## config.mk

```make
export PLATFORM = sky130hd
export DESIGN_NAME = wdog_input_cond
export DESIGN_NICKNAME = d
export VERILOG_FILES = /design/src/rtl/wic_pkg.sv /design/src/rtl/wic_sync.sv /design/src/rtl/wic_debounce.sv /design/src/rtl/wic_trig_police.sv /design/src/rtl/wdog_input_cond.sv
export SDC_FILE = /design/constraint.sdc
export NUM_CORES = 1
export LEC_CHECK = 0
export ABC_AREA = 1
export CAP_MARGIN = 20
export CORE_MARGIN = 2
export CORE_UTILIZATION = 40
export DETAILED_ROUTE_END_ITERATION = 8
export PLACE_DENSITY = 0.57
export RECOVER_POWER = 100
export SKIP_LAST_GASP = 1
export SYNTH_ARGS = -nofsm -noshare
export SYNTH_HDL_FRONTEND = slang
export SYNTH_SLANG_ARGS = --single-unit
```

## constraint.sdc

```tcl
create_clock -name clk -period 1.1 [get_ports clk]
set_clock_uncertainty 0.1 [all_clocks]
set_input_delay 0.22 -clock clk [delete_from_list [all_inputs] [get_ports clk]]
set_output_delay 0.22 -clock clk [all_outputs]
set_load 0.01 [all_outputs]
```

## src/rtl/wic_pkg.sv

```systemverilog
package wic_pkg;

  typedef enum logic [1:0] {
    CH_TRG  = 2'd0,
    CH_MODE = 2'd1,
    CH_WUP  = 2'd2
  } wic_chan_e;

  localparam int NUM_CH = 3;

  // bits needed to hold the value maxval
  function automatic int width_for(input int maxval);
    return (maxval < 2) ? 1 : $clog2(maxval + 1);
  endfunction

  // edge (counted from the first edge seeing the raw change) at which the
  // debounced level flips: two synchronizer stages plus len counting edges
  function automatic int flip_edge(input int len);
    return len + 2;
  endfunction

endpackage

```

## src/rtl/wic_sync.sv

```systemverilog
module wic_sync #(
  parameter logic RST_VAL = 1'b0
) (
  input  logic clk,
  input  logic rst,
  input  logic raw_i,
  output logic sync_o
);
  logic stage1_q;
  logic stage2_q;

  always_ff @(posedge clk) begin
    if (rst) begin
      stage1_q <= RST_VAL;
      stage2_q <= RST_VAL;
    end else begin
      stage1_q <= raw_i;
      stage2_q <= stage1_q;
    end
  end

  assign sync_o = stage2_q;
endmodule

```

## src/rtl/wic_debounce.sv

```systemverilog
module wic_debounce #(
  parameter int   LEN     = 4,
  parameter logic RST_VAL = 1'b0
) (
  input  logic clk,
  input  logic rst,
  input  logic samp_i,
  output logic level_o,
  output logic flip_o
);
  localparam int CW = wic_pkg::width_for(LEN - 1);
  localparam logic [CW-1:0] LAST = CW'(LEN - 1);

  logic [CW-1:0] cnt_q;
  logic          level_q;
  logic          differs;

  assign differs = (samp_i != level_q);
  assign flip_o  = differs && (cnt_q == LAST);

  always_ff @(posedge clk) begin
    if (rst) begin
      cnt_q   <= '0;
      level_q <= RST_VAL;
    end else if (!differs) begin
      cnt_q   <= '0;
    end else if (flip_o) begin
      cnt_q   <= '0;
      level_q <= samp_i;
    end else begin
      cnt_q   <= cnt_q + CW'(1);
    end
  end

  assign level_o = level_q;


  restart_chk: assert property (@(posedge clk) disable iff (rst)
    !$stable(level_o) |-> $past(samp_i) != $past(level_o));


  cnt_bound_chk: assert property (@(posedge clk) disable iff (rst)
    cnt_q <= LAST);
endmodule

```

## src/rtl/wic_trig_police.sv

```systemverilog
module wic_trig_police #(
  parameter int MAX_LOW = 45
) (
  input  logic clk,
  input  logic rst,
  input  logic trg_d_i,
  input  logic rise_i,
  output logic ok_o,
  output logic err_o
);
  localparam int LW = wic_pkg::width_for(MAX_LOW);
  localparam logic [LW-1:0] LIMIT = LW'(MAX_LOW);

  logic [LW-1:0] low_cnt_q;
  logic          err_q;
  logic          ok_q;
  logic          err_set;

  assign err_set = !trg_d_i && (low_cnt_q == LIMIT);

  always_ff @(posedge clk) begin
    if (rst) begin
      low_cnt_q <= '0;
      err_q     <= 1'b0;
      ok_q      <= 1'b0;
    end else begin
      if (trg_d_i)
        low_cnt_q <= '0;
      else if (low_cnt_q != LIMIT)
        low_cnt_q <= low_cnt_q + LW'(1);

      if (trg_d_i)
        err_q <= 1'b0;
      else if (err_set)
        err_q <= 1'b1;

      ok_q <= rise_i && !err_q && !err_set;
    end
  end

  assign ok_o  = ok_q;
  assign err_o = err_q;


  ok_pulse_chk: assert property (@(posedge clk) disable iff (rst)
    ok_o |=> !ok_o);


  ok_err_excl_chk: assert property (@(posedge clk) disable iff (rst)
    !(ok_o && err_o));


  err_rise_chk: assert property (@(posedge clk) disable iff (rst)
    $rose(err_o) |-> $past(!trg_d_i));
endmodule

```

## src/rtl/wdog_input_cond.sv

```systemverilog
module wdog_input_cond #(
  parameter int TRG_DEB     = 4,
  parameter int MODE_DEB    = 4,
  parameter int WUP_DEB     = 112,
  parameter int TRG_MAX_LOW = 45
) (
  input  logic clk,
  input  logic rst,
  input  logic trg_raw,
  input  logic mode_raw,
  input  logic wup_raw,
  output logic mode_d,
  output logic trg_d,
  output logic trg_ok,
  output logic trg_err,
  output logic wedge
);
  import wic_pkg::*;

  logic [NUM_CH-1:0] raw_vec;
  logic [NUM_CH-1:0] sync_vec;
  logic [NUM_CH-1:0] level_vec;
  logic [NUM_CH-1:0] flip_vec;

  assign raw_vec[CH_TRG]  = trg_raw;
  assign raw_vec[CH_MODE] = mode_raw;
  assign raw_vec[CH_WUP]  = wup_raw;

  for (genvar g = 0; g < NUM_CH; g++) begin : ch_g
    localparam int   LEN = (g == int'(CH_TRG))  ? TRG_DEB :
                           (g == int'(CH_MODE)) ? MODE_DEB : WUP_DEB;
    localparam logic RV  = (g == int'(CH_WUP)) ? 1'b0 : 1'b1;

    wic_sync #(.RST_VAL(RV)) sync_i (
      .clk    (clk),
      .rst    (rst),
      .raw_i  (raw_vec[g]),
      .sync_o (sync_vec[g])
    );

    wic_debounce #(.LEN(LEN), .RST_VAL(RV)) deb_i (
      .clk     (clk),
      .rst     (rst),
      .samp_i  (sync_vec[g]),
      .level_o (level_vec[g]),
      .flip_o  (flip_vec[g])
    );
  end

  logic trg_rise;
  logic wup_level;
  logic wedge_q;

  assign trg_rise  = flip_vec[CH_TRG] && !level_vec[CH_TRG];
  assign wup_level = level_vec[CH_WUP];

  wic_trig_police #(.MAX_LOW(TRG_MAX_LOW)) police_i (
    .clk     (clk),
    .rst     (rst),
    .trg_d_i (level_vec[CH_TRG]),
    .rise_i  (trg_rise),
    .ok_o    (trg_ok),
    .err_o   (trg_err)
  );

  always_ff @(posedge clk) begin
    if (rst) wedge_q <= 1'b0;
    else     wedge_q <= flip_vec[CH_WUP];
  end

  assign mode_d = level_vec[CH_MODE];
  assign trg_d  = level_vec[CH_TRG];
  assign wedge  = wedge_q;


  wedge_on_change_chk: assert property (@(posedge clk) disable iff (rst)
    wedge |-> !$stable(wup_level));


  change_gives_wedge_chk: assert property (@(posedge clk) disable iff (rst)
    !$stable(wup_level) |-> wedge);


  ok_with_high_chk: assert property (@(posedge clk) disable iff (rst)
    trg_ok |-> (trg_d && $rose(trg_d)));
endmodule

```

After elaboration in Yosys (flattened, before gate mapping). Cells that the tools add are included.

Flip-flop bits (word level): 29. Input port bits: 5. Output and inout port bits: 5.

Bitwise operators: 3. Add/sub/neg operators: 4. Equality and inequality tests: 8. Reduce and logical (&&, ||, !) cells: 17.

Operators by type and width (number): OR reduction 3 bit (3); adder 7 x 1 -> 7 bit, second input constant (1); equality test 7 bit, second input constant (1); logical AND 1 bit (7); adder 6 x 1 -> 6 bit, second input constant (1); equality test 6 bit, second input constant (1); inequality test 6 bit, second input constant (1); AND reduction 2 bit (3); adder 2 x 1 -> 2 bit, second input constant (2); equality test 2 bit, second input constant (2); logical NOT 1 bit (3); inequality test 1 bit (3); inverter 1 bit (3); OR reduction 2 bit (1).

Logic depth before layout (Yosys ltp). Gate-level depths: netlist of run 1.

Word-level depth: 5. Gate-level depth with buffers: 7.

By module. A second synthesis of run 1 with hierarchy kept.

Cell total of the unflattened synthesis: 165. Area total of the unflattened synthesis: 1290.0 µm².

Modules (own cells, without submodules): wic_trig_police (cells each 59, area an instance 434.2 µm², times used 1); wic_debounce (ch_g[2].deb_i) (cells each 49, area an instance 375.4 µm², times used 1); wic_debounce (ch_g[0].deb_i ...) (cells each 16, area an instance 133.9 µm², times used 2); wic_sync (ch_g[0].sync_i ...) (cells each 7, area an instance 58.8 µm², times used 2); wic_sync (ch_g[2].sync_i) (cells each 6, area an instance 55.1 µm², times used 1); wdog_input_cond (cells each 5, area an instance 40.0 µm², times used 1).

Least setup slack after synthesis of run 1. No wires, ideal clock.

Path kind: flip-flop to flip-flop. Start point: register ch_g[2].deb_i.cnt_q[0]. End point: register ch_g[2].deb_i.level_q. Setup time: 0.113 ns. Slack: -0.106 ns. Data arrival time: 0.993 ns. Path buffers: 0. Cell stages (with the launch flop): 7. Period minus slack after synthesis: 1.206 ns. Cells stage by stage: dfxtp_1 > ha_1 > nand3_2 > nor2_1 > nand3_1 > nand3_1 > nand2_1.

Word-level cells in the longest chain between the ends: 3.

Ends and longest elaborated chain: start, declared (RTL line wic_debounce.sv:14) `logic [CW-1:0] cnt_q;`; start signal, assigned (RTL line wic_debounce.sv:31) `cnt_q <= cnt_q + CW'(1);`; equality test 7 bit (RTL line wic_debounce.sv:19) `assign flip_o = differs && (cnt_q == LAST);`; logical AND 1 bit (RTL line wic_debounce.sv:19); AND reduction 2 bit (no source line); end signal, assigned (RTL line wic_debounce.sv:29) `level_q <= samp_i;`; end, declared (RTL line wic_debounce.sv:15) `logic level_q;`.

Every way passes these cells. A chain may end at the register's enable or synchronous reset.

Worst setup path after layout of run 1.
Start point: register ch_g[2].deb_i.cnt_q[1]. End point: register ch_g[2].deb_i.cnt_q[6].

Word-level cells in the longest chain between the ends: 3. Elaborated cells between the ends (all ways): 4.

Ends and longest elaborated chain: parallel branches: the longest is 3 deep, another holds adder 7 x 1 -> 7 bit.

Parallel ways; which one is timed is not known.

==> results of run 1 <==
==> cells in the mapped netlist (all sizes together) <==
cell     n  area share, %
nor2    32             11
dfxtp   29             50
inv     23            7.4
nand2   22            7.3
nand3    9            4.3
xor2     6            4.5
ha       5            5.3
a21oi    4            1.7
o21ai    4            1.7
or2      4            2.1
nand4    2            1.1
nor3     2           0.86
xnor2    2            1.5
buf      1           0.43
nand3b   1           0.64
o211ai   1           0.64
==> repair_timing <==
| item | CTS | global route |
|---|---|---|
| resized for setup | 32 | 6 |
| pin swaps | 3 | 0 |
| setup buffers | 1 | 1 |
| hold buffers | 0 | 0 |
| gates cloned | 0 | 0 |
| setup endpoints to repair | 19 | 24 |
==> through the flow <==
step / setup slack (ps) / instance area [um^2] / setup TNS (ps) / total power [W] / hold WS [ps]
finish: -68.8 / 1570 / -435 / 0.00185 / 314
global route: -136 / 1570 / -1750 / 0.00194 / 333
detailed placement: -314 / 1450 / -6200 / 0.00115 / 303
CTS: -78.3 / 1550 / -674 / 0.00188 / 293
global placement: -293 / 1450 / -5700 / 0.00115 / 293
floorplan: -11.3 / 1220 / -31.3 / 0.00112 / 224
==> final timing paths <==
path                                               from                     end  slack [ps]  cells after the start
worst max-delay path             ch_g[2].deb_i.cnt_q[1]  ch_g[2].deb_i.cnt_q[6]         -70                      5
worst max register to register   ch_g[2].deb_i.cnt_q[1]  ch_g[2].deb_i.cnt_q[6]         -70                      5
worst min-delay path            ch_g[2].sync_i.stage1_q   ch_g[2].sync_i.sync_o         310                      2
worst min register to register  ch_g[2].sync_i.stage1_q   ch_g[2].sync_i.sync_o         310                      2
==> worst min-delay path: cells and delay by family (launching register included) <==
kind / cells / cell delay, ps
flip-flops: 1 / 310
buffers and inverters: 1 / 40
AND/OR/NAND/NOR: 1 / 30
==> power by group through the flow <==
stage / clock, W / sequential, W / combinational (W)
4_1_cts: 0.000756 / 0.00107 / 0.0000560
3_5_place_dp: 0 / 0.00109 / 0.0000553
6_report: 0.000735 / 0.00107 / 0.0000524
3_3_place_gp: 0 / 0.00109 / 0.0000535
2_1_floorplan: 0 / 0.00109 / 0.0000272
5_1_grt: 0.000808 / 0.00107 / 0.0000601
==> metal layers <==
metal	wire length, um	GRT usage [%]
met2	1030	24.7
met3	103	6.70
met4	55	7.97
met1	908	15.0
met5	0	0
==> kinds of logic (layout without fill, tap and decap cells) <==
kind of cell	Yosys count	after routing	synth area share, %
adders and majority gates	5	5	5.35
DFF	29	29	49.6
AOI/OAI and AO/OA	9	9	4.06
xor gates and xnor gates	8	8	5.99
buffers and inverters	24	56	7.81
and+or+nand+nor	72	72	27.2
==> layout by cell type (no fill, tap or decap), drive strengths merged <==
cell / instances
nor2: 32
nand4: 2
nand2: 22
xnor2: 2
clkdlybuf4s50: 2
or2: 4
buf: 20
nand3: 9
clkdlybuf4s25: 1
xor2: 6
ha: 5
o211ai: 1
clkinv: 1
a21oi: 4
dfxtp: 29
clkbuf: 8
nor3: 2
inv: 23
dlygate4sd3: 1
nand3b: 1
o21ai: 4
==> registers in the layout, summed over array words and instances (netlist names) <==
| name | flops |
|---|---|
| police_i.err_o | 1 |
| ch_g.deb_i.cnt_q | 11 |
| ch_g.deb_i.level_o | 3 |
| ch_g.sync_i.stage1_q | 3 |
| police_i.low_cnt_q | 6 |
| ch_g.sync_i.sync_o | 3 |
| police_i.ok_o | 1 |
| wedge | 1 |
==> final cells by class <==
type | instances | area share [%]
flip-flops and latches | 29 | 37.7
multi-input cells | 94 | 36.8
inverters | 23 | 5.50
repair buffers | 25 | 13.0
clock buffers | 7 | 4.15
clock inverters | 1 | 0.319
well taps | 31 | 2.47
==> flow_summary.ini, run 1 <==
[detailed_routing]
routedWlPerCell_um = 9.99
ant_nets = 0
drt-total-wl_um = 2100
drc_errors = 0
drt_iter0_drc = 20
vias_per_cell = 4.51
firstDrtPassIters = 4
vias = 948

[placement]
place.gp.congestion = 0.702
place_inst = 200
hpwl_um = 1580
numPortBuffers = 9

[power_and_ir_drop]
p_leak_nw = 0.639
power_frac_clock_pct = 39.6
peakVddDrop_v = 0.000983
intPower_w = 0.00146
cellPowerDensity_nw_per_um2 = 1180
swShare_pct = 21.4
switching_power_w = 0.000397
combPwrFrac_pct = 2.8
seqPwrFrac_pct = 57.5

[global_routing]
antenna_found_initial = 0
grt.total_usage_pct = 14.6
grt_pass1_vias = 911
grt_start_max_net_pins = 11
grt_pass1_wl_um = 3600
grt-ovfl-total = 0

[clock_network]
clock-root-buffer = clkbuf_4
numCtsBuffers = 5
cts-htree-levels = 2
cts_buffer_depth = 2
clock_latency_ps = 320
cts.sinks = 29
cts_tree = built
clkTransAtPathRegs_ps = 80

[floorplan]
core_area_um2 = 2760
die_h_um = 58.1
die_w_um = 58.1
core.rowCount = 19
die-area_um2 = 3370
ios = 10
initial_core_util_pct = 42.4

[critical_path]
cp_max_fo = 4
cpPeakStageDelay_ps = 360
critPathSlowestCell = dfxtp_2
arrival_ps = 1290
critPathTopFamily = flip-flops
endpoint_kind = flip-flop
critPathBufInv = 0
cp-start-kind = flip-flop
cp.required_ps = 1220
path_cells = ha_4 -> nand3_4 -> nor2_2 -> xor2_1 -> nor2_1
path_class = flip-flop to flip-flop

[sta]
final.period_utilization_pct = 106
layout_min_cycle_time_ps = 1170
setup_ws_ps = -68.8
rsz0062_at_grt = yes
hold_viol = 0
maxSlewViolCount = 0
fmax_ghz = 0.856
setup_viol = 14
tightest_slew_ps = 357
max-slew-margin-rel_pct = 76.2

[finish]
fin_cells = 210
fin_util_pct = 56.9
area_growth_pct = 34.1
multiInputGateArea_um2 = 578
diodes = 0
fill_cells = 256
nNetsFinal = 188
regArea_um2 = 592
drive_gt1_share_pct = 30.7

[logic_synthesis]
synth_nets = 157
yosysSeqAreaShare_pct = 49.6
synth_cells = 147
mappedNetlistArea_um2 = 1170
syn_avg_cell_area_um2 = 7.96
ys_seq_elements = 29
yosysUniqueCellTypes = 19
yosysWarnings = 0

[outcome]
outcome = finished, violations left
violations = setup timing

[flow_run]
cap_violations = 0

[worst_hold_path]
hold_class = flip-flop to flip-flop
Note: power is estimated with default switching activity, not from simulation.
==> run 2: changes to the inputs <==
--- a/config.mk
+++ b/config.mk
@@ -13,6 +13,7 @@
 export PLACE_DENSITY = 0.57
 export RECOVER_POWER = 100
 export SKIP_LAST_GASP = 1
+export SLEW_MARGIN = 10
 export SYNTH_ARGS = -nofsm -noshare
 export SYNTH_HDL_FRONTEND = slang
 export SYNTH_SLANG_ARGS = --single-unit
==> results of run 2 <==
The final DEF is identical to that of run 1; final timing and power are the same.
==> run 3: changes to the inputs <==
--- a/config.mk
+++ b/config.mk
@@ -5,7 +5,6 @@
 export SDC_FILE = /design/constraint.sdc
 export NUM_CORES = 1
 export LEC_CHECK = 0
-export ABC_AREA = 1
 export CAP_MARGIN = 20
 export CORE_MARGIN = 2
 export CORE_UTILIZATION = 40
==> run 3 against run 2 <==
Compared with the run above: the flow still finishes with violations (setup timing); clock-buffer cell count fell by 1; sequential power hardly changed; first-iteration DRC count is 55% higher; sequential share of layout area fell by 2.0 points; non-clock buffer count increased by 14; hold slack lost 10 ps; largest cell class is now multi-input combinational cells; highest routed layer unchanged.
==> flow_summary.ini, run 3 <==
[detailed_routing]
top_layer_used = met4
drt_iter0_drc = 31
dr_wl_met3_um = 97
wl_met2_um = 1110
firstDrtPassIters = 4
drc_errors = 0
vias = 959
routedWlPerCell_um = 11.4
drt-met1-wl_um = 943
ant_nets = 0
drt-total-wl_um = 2190
vias_per_cell = 4.97

[finish]
largest_register = ch_g.deb_i.cnt_q
fin_util_pct = 63.3
diodes = 0
multiInputGateArea_um2 = 663
fill_cells = 222
largest_reg_flops = 11
area_growth_pct = 53.5
nNetsFinal = 171
top_regs = ch_g.deb_i.cnt_q: 11 flops, police_i.low_cnt_q: 6 flops
drive_gt1_share_pct = 56.8
final_cell_mix = 23 x buf_4, 13 x dfxtp_1, 11 x dfxtp_2
regArea_um2 = 613
layout_commonest_cell = buf_4

[power_and_ir_drop]
intPower_w = 0.00133
combPwrFrac_pct = 3.4
seqPwrFrac_pct = 61.9
cellPowerDensity_nw_per_um2 = 997
power_frac_clock_pct = 34.7
p_leak_nw = 0.645
switching_power_w = 0.000381
swShare_pct = 22.2
p_total_w = 0.00171
peakVddDrop_v = 0.000942

[placement]
numPortBuffers = 9
place_ws_ps = -339
hpwl_um = 1460
place.gp.congestion = 0.791

[sta]
final.period_utilization_pct = 114
setup_ws_ps = -149
fmax_ghz = 0.801
setup_viol = 17
layout_min_cycle_time_ps = 1250
hold_viol = 0
maxSlewViolCount = 0
tightest_slew_ps = 235
rsz0062_at_grt = yes
max-slew-margin-rel_pct = 84.2

[logic_synthesis]
mappedNetlistArea_um2 = 1120
yosysWarnings = 0
synth_commonest_cells = 29 x dfxtp_1, 12 x nor2_1, 8 x a21oi_1
synth_enable_flop_cells = 0
synth_area_leader_cell = dfxtp_1
async_flop_share_pct = 0
synth_nets = 127
syn_avg_cell_area_um2 = 9.56
ys_seq_elements = 29
synth_flop_cell = dfxtp_1
synth_cells = 117
yosysSeqAreaShare_pct = 51.9
synth_area_leaders = dfxtp_1 52%, ha_1 5.6%, nor2_1 4.0%
netlist.area_leader.share_pct = 51.9
yosysMostFrequentCell = dfxtp_1
yosysUniqueCellTypes = 30

[clock_network]
cts_buffer_depth = 2
cts-htree-levels = 2
clock_latency_ps = 320
clkTransAtPathRegs_ps = 90
cts_hold_buf = 0
cts_tree = built
clock-root-buffer = clkbuf_4
numCtsBuffers = 5
cts.sinks = 29

[global_routing]
grt_pass1_wl_um = 3820
antenna_found_initial = 0
grt_pass1_vias = 945
grt.total_usage_pct = 15.5
grt_start_max_net_pins = 10
grt-ovfl-total = 0

[floorplan]
core.rowCount = 19
initial_core_util_pct = 41.3
die-area_um2 = 3240
core_area_um2 = 2710
die_h_um = 56.9
die_w_um = 56.9
ios = 10

[critical_path]
path_class = flip-flop to flip-flop
cp_max_fo = 4
r2r_end = ch_g[2].deb_i.cnt_q[1]
cp-start-kind = flip-flop
path_cells = ha_4 -> nand4_1 -> o211ai_1 -> buf_4 -> nor2_1
arrival_ps = 1370
critPathSlowestCell = dfxtp_4
cpPeakStageDelay_ps = 370
cp.required_ps = 1220
rr_startpoint = ch_g[2].deb_i.cnt_q[0]
reg2reg_slack_ps = -150
r2r_cells = 5
endpoint_kind = flip-flop

[worst_hold_path]
holdPathStages = 1
hold_class = flip-flop to flip-flop
min_to = ch_g[0].deb_i.cnt_q[0]
min_from = ch_g[0].deb_i.cnt_q[0]

[outcome]
outcome = finished, violations left
violations = setup timing

[flow_run]
cap_violations = 0
## run 3: cell types whose count changed after synthesis, moves of 3 or more
cell,change
inv_1,-17
nor2_1,-19
a21oi_1,+4
or3_1,+4
nor2b_1,+3
nand2_1,-14
## run 3: routing by layer
| metal | up-vias | GRT usage [%] |
|---|---|---|
| met5 | - | 0 |
| met4 | 0 | 6.98 |
| met3 | 7 | 6.45 |
| met2 | 19 | 27.1 |
| met1 | 447 | 16.0 |
| li1 | 486 | - |
## run 3: through the flow
| stage | std cells | cell area (um^2) | hold slack [ps] | setup TNS (ps) |
|---|---|---|---|---|
| floorplan | 117 | 1140 | 224 | -190 |
| global placement | 179 | 1440 | 292 | -6830 |
| detailed placement | 179 | 1440 | 301 | -7150 |
| CTS | 193 | 1630 | 311 | -1120 |
| global route | 193 | 1720 | 320 | -2400 |
| finish | 193 | 1720 | 304 | -1220 |
## run 3: cell type report
type | count | area share, %
inverter | 6 | 1.31
clock inverter | 2 | 0.583
multi-input combinational | 80 | 38.6
clock buffer | 6 | 2.41
sequential | 29 | 35.7
timing repair buffer | 39 | 19.1
tap | 31 | 2.26
## run 3: kinds of logic (layout without fill, tap and decap cells)
group / Yosys count / in the layout / synth area share (%)
mux: 2 / 2 / 1.79
fa+ha+maj: 5 / 5 / 5.59
xor+xnor: 8 / 8 / 6.26
simple gates: 51 / 51 / 24.5
buf+inv: 8 / 53 / 2.80
flops: 29 / 29 / 51.9
compound gates: 14 / 14 / 7.16
## run 3: what timing repair did
action / CTS / global route
endpoints found under the setup margin: 23 / 26
hold endpoints to repair: 0 / 0
gates cloned: 0 / 0
gates resized for setup: 50 / 27
pin swaps: 15 / 12
setup buffers: 6 / 0
## run 3: power groups by stage
stage | clock network (W) | logic, W | registers, W
CTS | 0.000624 | 0.0000592 | 0.00106
floorplan | 0 | 0.0000239 | 0.00109
detailed placement | 0 | 0.0000571 | 0.00109
finish | 0.000595 | 0.0000584 | 0.00106
global placement | 0 | 0.0000557 | 0.00109
global route | 0.000665 | 0.0000662 | 0.00106
## run 3: worst max-delay path, delay by kind of cell (launching register included)
family,cells,cell delay (ps)
buf+inv,1,160
flops,1,370
simple gates,2,180
compound gates,1,200
fa+ha+maj,1,140
## run 3: how the worst max path moves through the flow
stage | startpoint | to | slack [ps]
after floorplan | ch_g[2].deb_i.cnt_q[1] | ch_g[2].deb_i.cnt_q[5] | -50
after global placement | rst | ch_g[1].deb_i.cnt_q[0] | -330
after detailed placement | rst | ch_g[1].deb_i.cnt_q[1] | -340
after CTS | ch_g[2].deb_i.cnt_q[0] | ch_g[2].deb_i.cnt_q[3] | -150
after global routing | ch_g[2].deb_i.cnt_q[0] | ch_g[2].deb_i.cnt_q[1] | -210
final | ch_g[2].deb_i.cnt_q[0] | ch_g[2].deb_i.cnt_q[1] | -150
